$ cat src/rtl/mdma_pkg.sv
`timescale 1ns/1ps
package mdma_pkg;

  typedef enum logic [2:0] {
    PH_IDLE,
    PH_GAP,
    PH_ASRT,
    PH_NEG,
    PH_HOLD
  } phase_t;

  function automatic int unsigned cdiv(input int unsigned a, input int unsigned b);
    return (a + b - 1) / b;
  endfunction

  function automatic int unsigned maxu(input int unsigned a, input int unsigned b);
    return (a > b) ? a : b;
  endfunction

  // Mode timing in ns; any index above 2 uses the mode 2 figures.
  function automatic int unsigned ns_cycle(input int unsigned m);
    case (m)
      0: return 480;
      1: return 150;
      default: return 120;
    endcase
  endfunction

  function automatic int unsigned ns_assert(input int unsigned m);
    case (m)
      0: return 215;
      1: return 80;
      default: return 70;
    endcase
  endfunction

  function automatic int unsigned ns_neg_rd(input int unsigned m);
    case (m)
      0: return 50;
      1: return 50;
      default: return 25;
    endcase
  endfunction

  function automatic int unsigned ns_neg_wr(input int unsigned m);
    case (m)
      0: return 215;
      1: return 50;
      default: return 25;
    endcase
  endfunction

  function automatic int unsigned ns_data_hold(input int unsigned m);
    case (m)
      0: return 20;
      1: return 15;
      default: return 10;
    endcase
  endfunction

  function automatic int unsigned ns_ack_hold(input int unsigned m);
    case (m)
      0: return 20;
      default: return 5;
    endcase
  endfunction

endpackage

$ cat src/rtl/mdma_timing.sv
`timescale 1ns/1ps
module mdma_timing
  import mdma_pkg::*;
#(
  parameter int CLK_NS = 10,
  parameter int CW     = 8,
  parameter int MW     = 2
) (
  input  logic [MW-1:0] mode,
  output logic [CW-1:0] asrt_cyc,
  output logic [CW-1:0] negr_cyc,
  output logic [CW-1:0] negw_cyc,
  output logic [CW-1:0] hold_cyc
);

  localparam int NMODES = 1 << MW;

  logic [CW-1:0] t_asrt [NMODES];
  logic [CW-1:0] t_negr [NMODES];
  logic [CW-1:0] t_negw [NMODES];
  logic [CW-1:0] t_hold [NMODES];

  for (genvar m = 0; m < NMODES; m++) begin : g_mode
    localparam int unsigned A    = maxu(cdiv(ns_assert(m), CLK_NS), 1);
    localparam int unsigned C    = cdiv(ns_cycle(m), CLK_NS);
    localparam int unsigned REST = (C > A) ? (C - A) : 1;
    localparam int unsigned NR   = maxu(maxu(cdiv(ns_neg_rd(m), CLK_NS), REST), 1);
    localparam int unsigned NW   = maxu(maxu(cdiv(ns_neg_wr(m), CLK_NS), REST),
                                        cdiv(ns_data_hold(m), CLK_NS));
    localparam int unsigned H    = maxu(cdiv(ns_ack_hold(m), CLK_NS), 1);
    assign t_asrt[m] = CW'(A);
    assign t_negr[m] = CW'(NR);
    assign t_negw[m] = CW'(NW);
    assign t_hold[m] = CW'(H);
  end

  always_comb begin
    asrt_cyc = t_asrt[mode];
    negr_cyc = t_negr[mode];
    negw_cyc = t_negw[mode];
    hold_cyc = t_hold[mode];
  end

endmodule

$ cat src/rtl/mdma_word_slot.sv
`timescale 1ns/1ps
module mdma_word_slot #(
  parameter int DW = 16
) (
  input  logic          clk,
  input  logic          rst,
  input  logic          in_valid,
  output logic          in_ready,
  input  logic [DW-1:0] in_data,
  output logic          out_valid,
  input  logic          out_ready,
  output logic [DW-1:0] out_data
);

  logic          full_q;
  logic [DW-1:0] data_q;

  always_ff @(posedge clk) begin
    if (rst) begin
      full_q <= 1'b0;
      data_q <= '0;
    end else if (!full_q && in_valid) begin
      full_q <= 1'b1;
      data_q <= in_data;
    end else if (full_q && out_ready) begin
      full_q <= 1'b0;
    end
  end

  assign in_ready  = ~full_q;
  assign out_valid = full_q;
  assign out_data  = data_q;

endmodule

$ cat src/rtl/mdma_burst_fsm.sv
`timescale 1ns/1ps
module mdma_burst_fsm
  import mdma_pkg::*;
#(
  parameter int DW  = 16,
  parameter int CW  = 8,
  parameter int WCW = 16,
  parameter int MW  = 2
) (
  input  logic           clk,
  input  logic           rst,
  input  logic           arm,
  input  logic           stop,
  input  logic           dmarq,
  input  logic           dir_wr,
  input  logic [MW-1:0]  mode_in,
  output logic [MW-1:0]  mode_q,
  input  logic [CW-1:0]  asrt_cyc,
  input  logic [CW-1:0]  negr_cyc,
  input  logic [CW-1:0]  negw_cyc,
  input  logic [CW-1:0]  hold_cyc,
  input  logic           tx_avail,
  input  logic [DW-1:0]  tx_word,
  output logic           tx_take,
  input  logic           rx_space,
  output logic           rx_put,
  output logic           dmack_n,
  output logic           dior_n,
  output logic           diow_n,
  output logic           dd_oe,
  output logic [DW-1:0]  dd_out,
  output logic [WCW-1:0] word_count
);

  phase_t        ph;
  logic [CW-1:0] cnt;
  logic          wr_q;
  logic          end_req;
  logic          go;

  assign end_req = ~dmarq | stop;
  assign go      = wr_q ? tx_avail : rx_space;
  assign tx_take = (ph == PH_GAP) && !end_req && wr_q && tx_avail;
  assign rx_put  = (ph == PH_ASRT) && (cnt == '0) && !wr_q;

  always_ff @(posedge clk) begin
    if (rst) begin
      ph         <= PH_IDLE;
      cnt        <= '0;
      wr_q       <= 1'b0;
      mode_q     <= '0;
      dmack_n    <= 1'b1;
      dior_n     <= 1'b1;
      diow_n     <= 1'b1;
      dd_oe      <= 1'b0;
      dd_out     <= '0;
      word_count <= '0;
    end else begin
      case (ph)
        PH_IDLE: begin
          if (arm && dmarq && !stop) begin
            ph         <= PH_GAP;
            dmack_n    <= 1'b0;
            mode_q     <= mode_in;
            wr_q       <= dir_wr;
            word_count <= '0;
          end
        end
        PH_GAP: begin
          if (end_req) begin
            ph  <= PH_HOLD;
            cnt <= hold_cyc - 1'b1;
          end else if (go) begin
            ph  <= PH_ASRT;
            cnt <= asrt_cyc - 1'b1;
            if (wr_q) begin
              diow_n <= 1'b0;
              dd_out <= tx_word;
              dd_oe  <= 1'b1;
            end else begin
              dior_n <= 1'b0;
            end
          end
        end
        PH_ASRT: begin
          if (cnt == '0) begin
            ph         <= PH_NEG;
            dior_n     <= 1'b1;
            diow_n     <= 1'b1;
            word_count <= word_count + 1'b1;
            cnt        <= (wr_q ? negw_cyc : negr_cyc) - 1'b1;
          end else begin
            cnt <= cnt - 1'b1;
          end
        end
        PH_NEG: begin
          if (cnt == '0) ph <= PH_GAP;
          else           cnt <= cnt - 1'b1;
        end
        PH_HOLD: begin
          if (cnt == '0) begin
            ph      <= PH_IDLE;
            dmack_n <= 1'b1;
            dd_oe   <= 1'b0;
          end else begin
            cnt <= cnt - 1'b1;
          end
        end
        default: ph <= PH_IDLE;
      endcase
    end
  end

endmodule

$ cat src/rtl/mdma_host_engine.sv
`timescale 1ns/1ps
module mdma_host_engine #(
  parameter int CLK_NS = 10,
  parameter int DW     = 16,
  parameter int CW     = 8,
  parameter int WCW    = 16
) (
  input  logic           clk,
  input  logic           rst,
  input  logic           arm,
  input  logic           stop,
  input  logic           dir_wr,
  input  logic [1:0]     mode_sel,
  input  logic           dmarq,
  output logic           dmack_n,
  output logic           dior_n,
  output logic           diow_n,
  output logic [1:0]     cs_n,
  input  logic [DW-1:0]  dd_in,
  output logic [DW-1:0]  dd_out,
  output logic           dd_oe,
  input  logic [DW-1:0]  wr_data,
  input  logic           wr_valid,
  output logic           wr_ready,
  output logic [DW-1:0]  rd_data,
  output logic           rd_valid,
  input  logic           rd_ready,
  output logic [WCW-1:0] word_count
);

  localparam int MW = 2;

  logic [MW-1:0] mode_q;
  logic [CW-1:0] asrt_cyc, negr_cyc, negw_cyc, hold_cyc;
  logic          tx_avail, tx_take;
  logic [DW-1:0] tx_word;
  logic          rx_space, rx_put;

  // Chip selects stay negated: this block only runs DMA cycles.
  assign cs_n = 2'b11;

  mdma_timing #(.CLK_NS(CLK_NS), .CW(CW), .MW(MW)) u_timing (
    .mode     (mode_q),
    .asrt_cyc (asrt_cyc),
    .negr_cyc (negr_cyc),
    .negw_cyc (negw_cyc),
    .hold_cyc (hold_cyc)
  );

  mdma_word_slot #(.DW(DW)) u_tx_slot (
    .clk       (clk),
    .rst       (rst),
    .in_valid  (wr_valid),
    .in_ready  (wr_ready),
    .in_data   (wr_data),
    .out_valid (tx_avail),
    .out_ready (tx_take),
    .out_data  (tx_word)
  );

  mdma_word_slot #(.DW(DW)) u_rx_slot (
    .clk       (clk),
    .rst       (rst),
    .in_valid  (rx_put),
    .in_ready  (rx_space),
    .in_data   (dd_in),
    .out_valid (rd_valid),
    .out_ready (rd_ready),
    .out_data  (rd_data)
  );

  mdma_burst_fsm #(.DW(DW), .CW(CW), .WCW(WCW), .MW(MW)) u_fsm (
    .clk        (clk),
    .rst        (rst),
    .arm        (arm),
    .stop       (stop),
    .dmarq      (dmarq),
    .dir_wr     (dir_wr),
    .mode_in    (mode_sel),
    .mode_q     (mode_q),
    .asrt_cyc   (asrt_cyc),
    .negr_cyc   (negr_cyc),
    .negw_cyc   (negw_cyc),
    .hold_cyc   (hold_cyc),
    .tx_avail   (tx_avail),
    .tx_word    (tx_word),
    .tx_take    (tx_take),
    .rx_space   (rx_space),
    .rx_put     (rx_put),
    .dmack_n    (dmack_n),
    .dior_n     (dior_n),
    .diow_n     (diow_n),
    .dd_oe      (dd_oe),
    .dd_out     (dd_out),
    .word_count (word_count)
  );

endmodule

$ cat config.mk
export PLATFORM = sky130hd
export DESIGN_NAME = mdma_host_engine
export DESIGN_NICKNAME = d
export VERILOG_FILES = /design/src/rtl/mdma_pkg.sv /design/src/rtl/mdma_timing.sv /design/src/rtl/mdma_word_slot.sv /design/src/rtl/mdma_burst_fsm.sv /design/src/rtl/mdma_host_engine.sv
export SDC_FILE = /design/constraint.sdc
export NUM_CORES = 1
export LEC_CHECK = 0
export BUFFER_PORTS_ARGS = -buffer_cell sky130_fd_sc_hd__clkbuf_2
export CORE_ASPECT_RATIO = 0.8
export CORE_MARGIN = 10
export CORE_UTILIZATION = 27
export CTS_CLUSTER_DIAMETER = 50
export CTS_CLUSTER_SIZE = 24
export DETAILED_ROUTE_END_ITERATION = 6
export PLACE_DENSITY = 0.43
export SYNTH_ARGS = -nofsm -noshare
export SYNTH_HDL_FRONTEND = slang
export SYNTH_SLANG_ARGS = --single-unit
$ cat constraint.sdc
create_clock -name clk -period 4.9 [get_ports clk]
set_input_delay 0.245 -clock clk [delete_from_list [all_inputs] [get_ports clk]]
set_output_delay 0.245 -clock clk [all_outputs]
set_load 0.02 [all_outputs]
# Yosys cells after proc, flatten, opt, wreduce, memory -nomap -nowiden
# Index checks and enable logic that the tools add are counted.
# totals
regBits	84
in_bits	42
wordCells	120
out_inout_bits	56
# op_classes
reduce_logical	35
n_addsub	5
bitwise_logic	6
n_eq_ne	14
muxes	45
n_lt_le_gt_ge	1
# ops
op	n
two-way mux 8 bit	10
binary-select mux 8 bit (select 2 bit)	3
two-way mux 16 bit	2
one-hot mux 16 bit (2 select lines)	1
subtractor 8 x 1 -> 8 bit (second input constant)	4
one-hot mux 8 bit (3 select lines)	1
AND reduction 5 bit	4
two-way mux 3 bit	6
two-way mux 1 bit	17
adder 16 x 1 -> 16 bit (second input constant)	1
one-hot mux 3 bit (5 select lines)	1
nonzero test 2 bit	6
logical AND 1 bit	11
!= test 2 x 1 -> 1 bit (second input constant)	5
AND reduction 3 bit	3
logical NOT 8 bit	1
!= test 2 bit (second input constant)	4
one-hot mux 1 bit (2 select lines)	4
== test 3 x 2 -> 1 bit (second input constant)	2
logical NOT 1 bit	5
inverter 1 bit	4
AND reduction 4 bit	1
== test 3 x 1 -> 1 bit (second input constant)	1
== test 3 bit (second input constant)	1
8 further kinds	8

# Depth between registers and ports, before layout
# Gate-level depths: netlist of run 1.
# logic_depth
ltp_word	9
depth_mapped	9

# Hierarchy
# Synthesis of run 1 repeated with hierarchy kept, for this count alone.
# hier_totals
hier_cells	538
hier_area_um2	4802.1
# modules_own_cells
mod	n_inst	area_each_um2	cells_each
mdma_burst_fsm	1	2939.1	350
mdma_word_slot	2	805.8	76
mdma_timing	1	232.7	33
mdma_host_engine	1	18.8	3

# Least setup slack after synthesis of run 1
# Ideal clock, no wire load.
# synth_path
kind	flip-flop to flip-flop
from	register u_fsm.cnt[0]
to	register u_fsm.word_count[11]
required_time_ns	4.830
period_less_slack_ns	2.364
setup_time_ns	0.070
path_slack_ns	2.536
arrival_time_ns	2.293
path_stages_with_launch	10
cell_sequence	dfxtp_1 -> inv_1 -> ha_1 -> or3b_1 -> buf_2 -> nor4_4 -> o2111ai_2 -> buf_2 -> or3_1 -> a21oi_1
# synth_via
elab_chain_cells	3
# synth_rtl
element	line	rtl
from (decl)	mdma_burst_fsm.sv:36	logic [CW-1:0] cnt;
from (signal assigned)	mdma_burst_fsm.sv:72	cnt <= hold_cyc - 1'b1;
from (signal assigned)	mdma_burst_fsm.sv:75	cnt <= asrt_cyc - 1'b1;
from (signal assigned)	mdma_burst_fsm.sv:91	cnt <= (wr_q ? negw_cyc : negr_cyc) - 1'b1;
logical NOT 8 bit	mdma_burst_fsm.sv:86	if (cnt == '0) begin
!= test 2 bit (no source line)	-	
AND reduction 3 bit (no source line)	-	
to (signal assigned)	mdma_burst_fsm.sv:90	word_count <= word_count + 1'b1;
to (decl)	mdma_burst_fsm.sv:32	output logic [WCW-1:0] word_count
# Every way passes these cells.
# A chain may end at the register's enable or synchronous reset.

# Worst setup path after layout of run 1
# layout_path
from	register u_fsm.cnt[0]
to	register u_fsm.word_count[15]
# Same word-level chain as after synthesis.

==> metrics, run 1 <==
Fmax 358 MHz; Critical Path Sink Type flop; Synth top cells by count nand2_1 (112), dfxtp_1 (84), a21oi_1 (81), nor2_1 (23), clkbuf_1 (20); First-pass DRT Iterations 4; share of the synthesized area in the top cell type 46.3%; # diodes 0; largest net degree at the start of global routing 40; RD Place Congestion 0.845; RR Startpoint u_fsm.cnt[0]; Yosys reg bits 84; worst endpoint data arrival time 3060 ps; Syn Inst Count 463; worst min path class primary input to flop; WL met2 4460 microns; Post-Route M1 WL 5220 microns; hold_sp wr_data[9]; vias in the first global route 3,252; Avg WL per Cell 14.7 microns; number of distinct library cells after synthesis 49; Clock transition at path regs 60 ps; Max Used Layer met4; Final Net Count 588; Ys Warns 0; initial antenna violation count 0; WS Path Type flop to flop; Num CTS Buffers 9; Sequential Area 1680 sq um; Setup TNS 0 ps; main flop type after synthesis dfxtp_1; Critical Path Fanout Max 13; Die Wd 150 microns; Post-synth EDFFs 0; Leakage 0.00177 uW; Critical Path RT 5170 ps; post-route minimum period 2790 ps; Post-Syn Area 3630 sq um; most frequent cell after synthesis nand2_1; Worst-Margin Slew 1120 ps; hold depth 3; total grt overflow 0; Worst slew margin 25.5%; Top Ports 98; Routed WL 10,600 microns; vias 3,504; first-pass GRT wire length 17,000 microns; Peak VDD IR 192 uV; CTS root buf clkbuf_16; clk sinks 84; sequential area share after synthesis 46.3%; pwr/cell area 492 nW/um^2; synth top area cells dfxtp_1 (46%), nand2_1 (12%), a21oi_1 (11%); FFs w/ async S/R, synth 0%; clk buf depth 2; Slew Limit Fails 0; # setup viols final 0; vias per cell 4.85; worst hold slack 127 ps; FP Rows 37; CP Launch Type flop; synthesized area per cell 7.84 sq um; dominant cell type by area after synthesis dfxtp_1; Initial DRC Count 208; Initial Utilization 27.9%; RSZ-0062 raised after global routing no; reg2reg setup slack 2110 ps; post-route ant nets 0; max-capacitance violation count 0; CP startpoint u_fsm.cnt[0]; Worst-Skew Late Latency 340 ps; Hold EP u_tx_slot.out_data[9]; final hold violations 0; Die H 124 microns; R2R depth 7; clk_skew 7.82 ps; fillcell total 1,416; die area 18,500 sq um; outcome finished clean; # hold bufs at CTS 0; CTS tree built; postcts setup bufs 0; r2r endpoint u_fsm.word_count[15]; Core Region 13,000 sq um; H-tree Lvls 3; met3 WL post-DR 775 microns; area grow syn2layout 25.0%; detailed placement HPWL 7680 microns; multi-input logic area 1780 sq um; I/O Buffers 95; DRC viols 0; all-layer global routing usage 11.3%; Tcrit/Tclk final 57.0%; CTS resizes 0; layout cells sized above 1 22.3%
-- worst max path at each step --
stage,endpoint,depth (start not counted)
after floorplan,u_fsm.word_count[11],9
after global placement,u_fsm.word_count[15],7
after detailed placement,u_fsm.word_count[15],7
after CTS,u_fsm.word_count[15],7
after global routing,u_fsm.word_count[15],7
final,u_fsm.word_count[15],7
-- cell usage in the layout (no fill, tap or decap), types with 5 or more instances in the layout --
| cell | synthesis | routed |
|---|---|---|
| nand4_1 | 5 | 5 |
| a21oi_1 | 81 | 81 |
| nor2b_1 | 8 | 8 |
| clkbuf_2 | 0 | 95 |
| nand3_1 | 7 | 7 |
| clkbuf_16 | 0 | 9 |
| nor2_1 | 23 | 23 |
| nand2_1 | 112 | 112 |
| inv_1 | 12 | 12 |
| nor3_1 | 7 | 7 |
| dfxtp_1 | 84 | 84 |
| o21ai_0 | 16 | 16 |
| o21ai_1 | 5 | 5 |
| or3_1 | 12 | 12 |
| a211oi_1 | 5 | 5 |
-- flip-flops by register name, summed over array words and instances (netlist names), 2 cells and up --
signal	count
u_fsm.dd_out	16
u_fsm.word_count	16
u_rx_slot.out_data	16
u_tx_slot.out_data	16
u_fsm.cnt	8
u_fsm.ph	3
u_fsm.mode_q	2
-- cells by family after synthesis --
family / share of synthesized area, %
xor gates and xnor gates: 0.966
DFF: 46.3
other: 0.103
adders and majority gates: 1.03
and+or+nand+nor: 24.6
muxes: 1.10
buffers and inverters: 4.59
AOI/OAI and AO/OA: 21.3
-- critical path, stage by stage, from the launching register on --
cell,delay (ps)
dfxtp_1,340
inv_1,70
ha_1,190
or3b_1,490
nor4_4,600
o2111ai_2,390
or4_1,490
a21oi_1,150
-- stage by stage --
stage | area, sq um | total power [uW] | setup slack, ps | util [%] | std cells
final | 4540 | 2230 | 2110 | 34.9 | 722
after global routing | 4540 | 2390 | 1820 | 34.9 | 722
after CTS | 4540 | 2250 | 2080 | 34.9 | 722
after detailed placement | 4220 | 1510 | 2090 | 32.4 | 707
after global placement | 4220 | 1510 | 2210 | 32.4 | 707
after floorplan | 3630 | 1340 | 2540 | - | 464
-- area by class of cell --
class	instances	area share, %
Multi-Input combinational cell	339	39.3
Clock buffer	11	5.35
Timing Repair Buffer	97	10.8
Tap cell	175	4.83
Clock inverter	4	1.63
Sequential cell	84	37.1
Inverter	12	0.993
-- where the power goes --
group | internal [uW] | switching, uW | total (uW)
registers | 756 | 84.7 | 841
logic | 233 | 428 | 661
clock network | 458 | 274 | 732
-- routing by layer --
metal  vias to the layer above  track usage, %
met5                         -               0
met1                      1617            15.4
li1                       1768               -
met3                        12            4.24
met4                         0            3.67
met2                       107            16.1
Note: power is estimated with default switching activity, not from simulation.
==> run 2, diff against run 1 <==
--- a/config.mk
+++ b/config.mk
@@ -12,7 +12,7 @@
 export CTS_CLUSTER_DIAMETER = 50
 export CTS_CLUSTER_SIZE = 24
 export DETAILED_ROUTE_END_ITERATION = 6
-export PLACE_DENSITY = 0.43
+export PLACE_DENSITY = 0.44
 export SYNTH_ARGS = -nofsm -noshare
 export SYNTH_HDL_FRONTEND = slang
 export SYNTH_SLANG_ARGS = --single-unit
==> constraint.sdc (replaced) <==
create_clock -name clk -period 2.3 [get_ports clk]
set_input_delay 0.115 -clock clk [delete_from_list [all_inputs] [get_ports clk]]
set_output_delay 0.115 -clock clk [all_outputs]
set_load 0.02 [all_outputs]
==> run 2 against run 1 <==
Non-clock buffer count is 48 higher. Cell count is 6.8% higher. Hold slack worse by 120 ps. First-iteration DRC count down 5.8%. Combinational power grew to 2.9 times the previous value. Global-route usage grew 0.32 points. Register-to-register slack got worse by 2000 ps. Power is 130% higher. Sequential cell count is the same. Critical path type unchanged. Largest power group is now combinational cells. Highest routed layer unchanged.
==> metrics, run 2 (same netlist as run 1, synthesis figures left out) <==
Initial DRC Count 196; final hold violations 0; Reg power frac 33.2%; post-route ant nets 0; Worst slew margin 51.9%; Num CTS Buffers 9; first-pass GRT wire length 17,600 microns; largest net degree at the start of global routing 31; Peak VDD IR 488 uV; cell area after layout 5010 sq um; WS Path Type flop to flop; First-pass DRT Iterations 4; initial antenna violation count 0; H-tree Lvls 3; vias per cell 4.71; Placed Area 4430 sq um; vias in the first global route 3,511; Fmax 457 MHz; outcome finished clean; clk buf depth 2; Avg WL per Cell 14.2 microns; detailed placement HPWL 8130 microns; CP Launch Type flop; # setup viols final 0; Critical Path Sink Type flop; Setup TNS 0 ps; clk sinks 84; vias 3,628; total grt overflow 0; Final Net Count 636; post-route minimum period 2190 ps; all-layer global routing usage 11.7%; Worst-Margin Slew 722 ps; layout cells sized above 1 26.8%; pwr/cell area 1040 nW/um^2; die area 18,500 sq um; worst endpoint data arrival time 2450 ps; RSZ-0062 raised after global routing yes; Routed WL 11,000 microns; Power, Total 5230 uW; Die Wd 150 microns; Slew Limit Fails 0; Net Sw Power 1810 uW; Pint 3420 uW; DRC viols 0; Die H 124 microns; commonest cells after routing, fill and taps aside nand2_1 (112), clkbuf_2 (95), dfxtp_1 (83), a21oi_1 (81), buf_4 (30); Core Region 13,000 sq um; clk_skew 6.04 ps; Top Ports 98; Initial Utilization 27.9%; Tcrit/Tclk final 95.1%; Clock transition at path regs 60 ps; Comb power frac 36.8%; I/O Buffers 95; CTS root buf clkbuf_16; Leakage 0.00199 uW; CTS tree built; FP Rows 37; most common cell after layout, fill and taps aside nand2_1; RD Place Congestion 0.831; Worst-Skew Late Latency 330 ps; Clk network pwr share 30.0%; Critical Path RT 2570 ps; Critical Path Fanout Max 7; fillcell total 1,356; worst min path class primary input to flop; area grow syn2layout 38.0%; Sw Ratio 34.6%; max-capacitance violation count 0; # diodes 0; fin util 38.5%
-- run 2: changes by cell type in the layout (fill, tap and decap cells not counted), sizes merged --
cell | before | now
dlygate4sd3 | 0 | 18
buf | 2 | 32
clkinvlp | 0 | 1
-- run 2: area by class of cell --
| type | instances | area [sq um] | area share (%) |
|---|---|---|---|
| tap | 175 | 219 | 4.37 |
| clock inverter | 5 | 85.1 | 1.70 |
| inverter | 12 | 45.0 | 0.899 |
| clock buffer | 11 | 243 | 4.85 |
| timing repair buffer | 145 | 903 | 18.0 |
| sequential | 84 | 1680 | 33.6 |
| multi-input combinational | 339 | 1830 | 36.5 |
-- run 2: what timing repair did --
action                     4_1_cts  5_1_grt
hold buffers                    18        0
resized for setup                0       13
buffers inserted                 0        2
hold endpoints to repair        18        0
setup endpoints to repair        0       15
-- run 2: worst max-delay path, cell delays in order, from the launching register on --
cell and delay, ps:
dfxtp_2 330, inv_2 60, ha_4 130, or3b_4 410, nor4_4 370, o2111ai_4 210
buf_6 190, or3_1 300, a21oi_1 120
-- run 2: path summary, 6_finish.rpt --
check / start / endpoint / slack (ps) / cells after the start
hold reg to reg: u_tx_slot.out_data[11] / u_fsm.dd_out[11] / 450 / 2
setup / recovery: u_fsm.cnt[1] / u_fsm.word_count[7] / 110 / 8
hold / removal: dd_in[10] / u_rx_slot.out_data[10] / 8 / 3
setup reg to reg: u_fsm.cnt[1] / u_fsm.word_count[7] / 110 / 8
-- run 2: per-layer routing --
layer / global-route usage (%) / vias to the layer above / wire (microns)
li1: - / 1854 / -
met4: 3.18 / 0 / 85
met5: 0 / - / 0
met3: 4.24 / 7 / 890
met2: 17.6 / 100 / 4700
met1: 15.4 / 1667 / 5310
-- run 2: power by group through the flow --
| stage | logic [uW] | clock network [uW] | registers, uW |
|---|---|---|---|
| final | 1920 | 1570 | 1740 |
| after global routing | 2120 | 1680 | 1760 |
| after CTS | 1840 | 1610 | 1730 |
| after detailed placement | 1810 | 0 | 1760 |
| after global placement | 1820 | 0 | 1760 |
| after floorplan | 1030 | 0 | 1820 |
-- run 2: stage by stage --
stage	cells	hold WS, ps	setup slack, ps
4_1_cts	769	0.722	26.6
5_1_grt	771	4.73	-29.8
3_3_place_gp	735	341	106
3_5_place_dp	735	345	35.8
2_1_floorplan	464	251	13.3
6_report	771	8.13	113
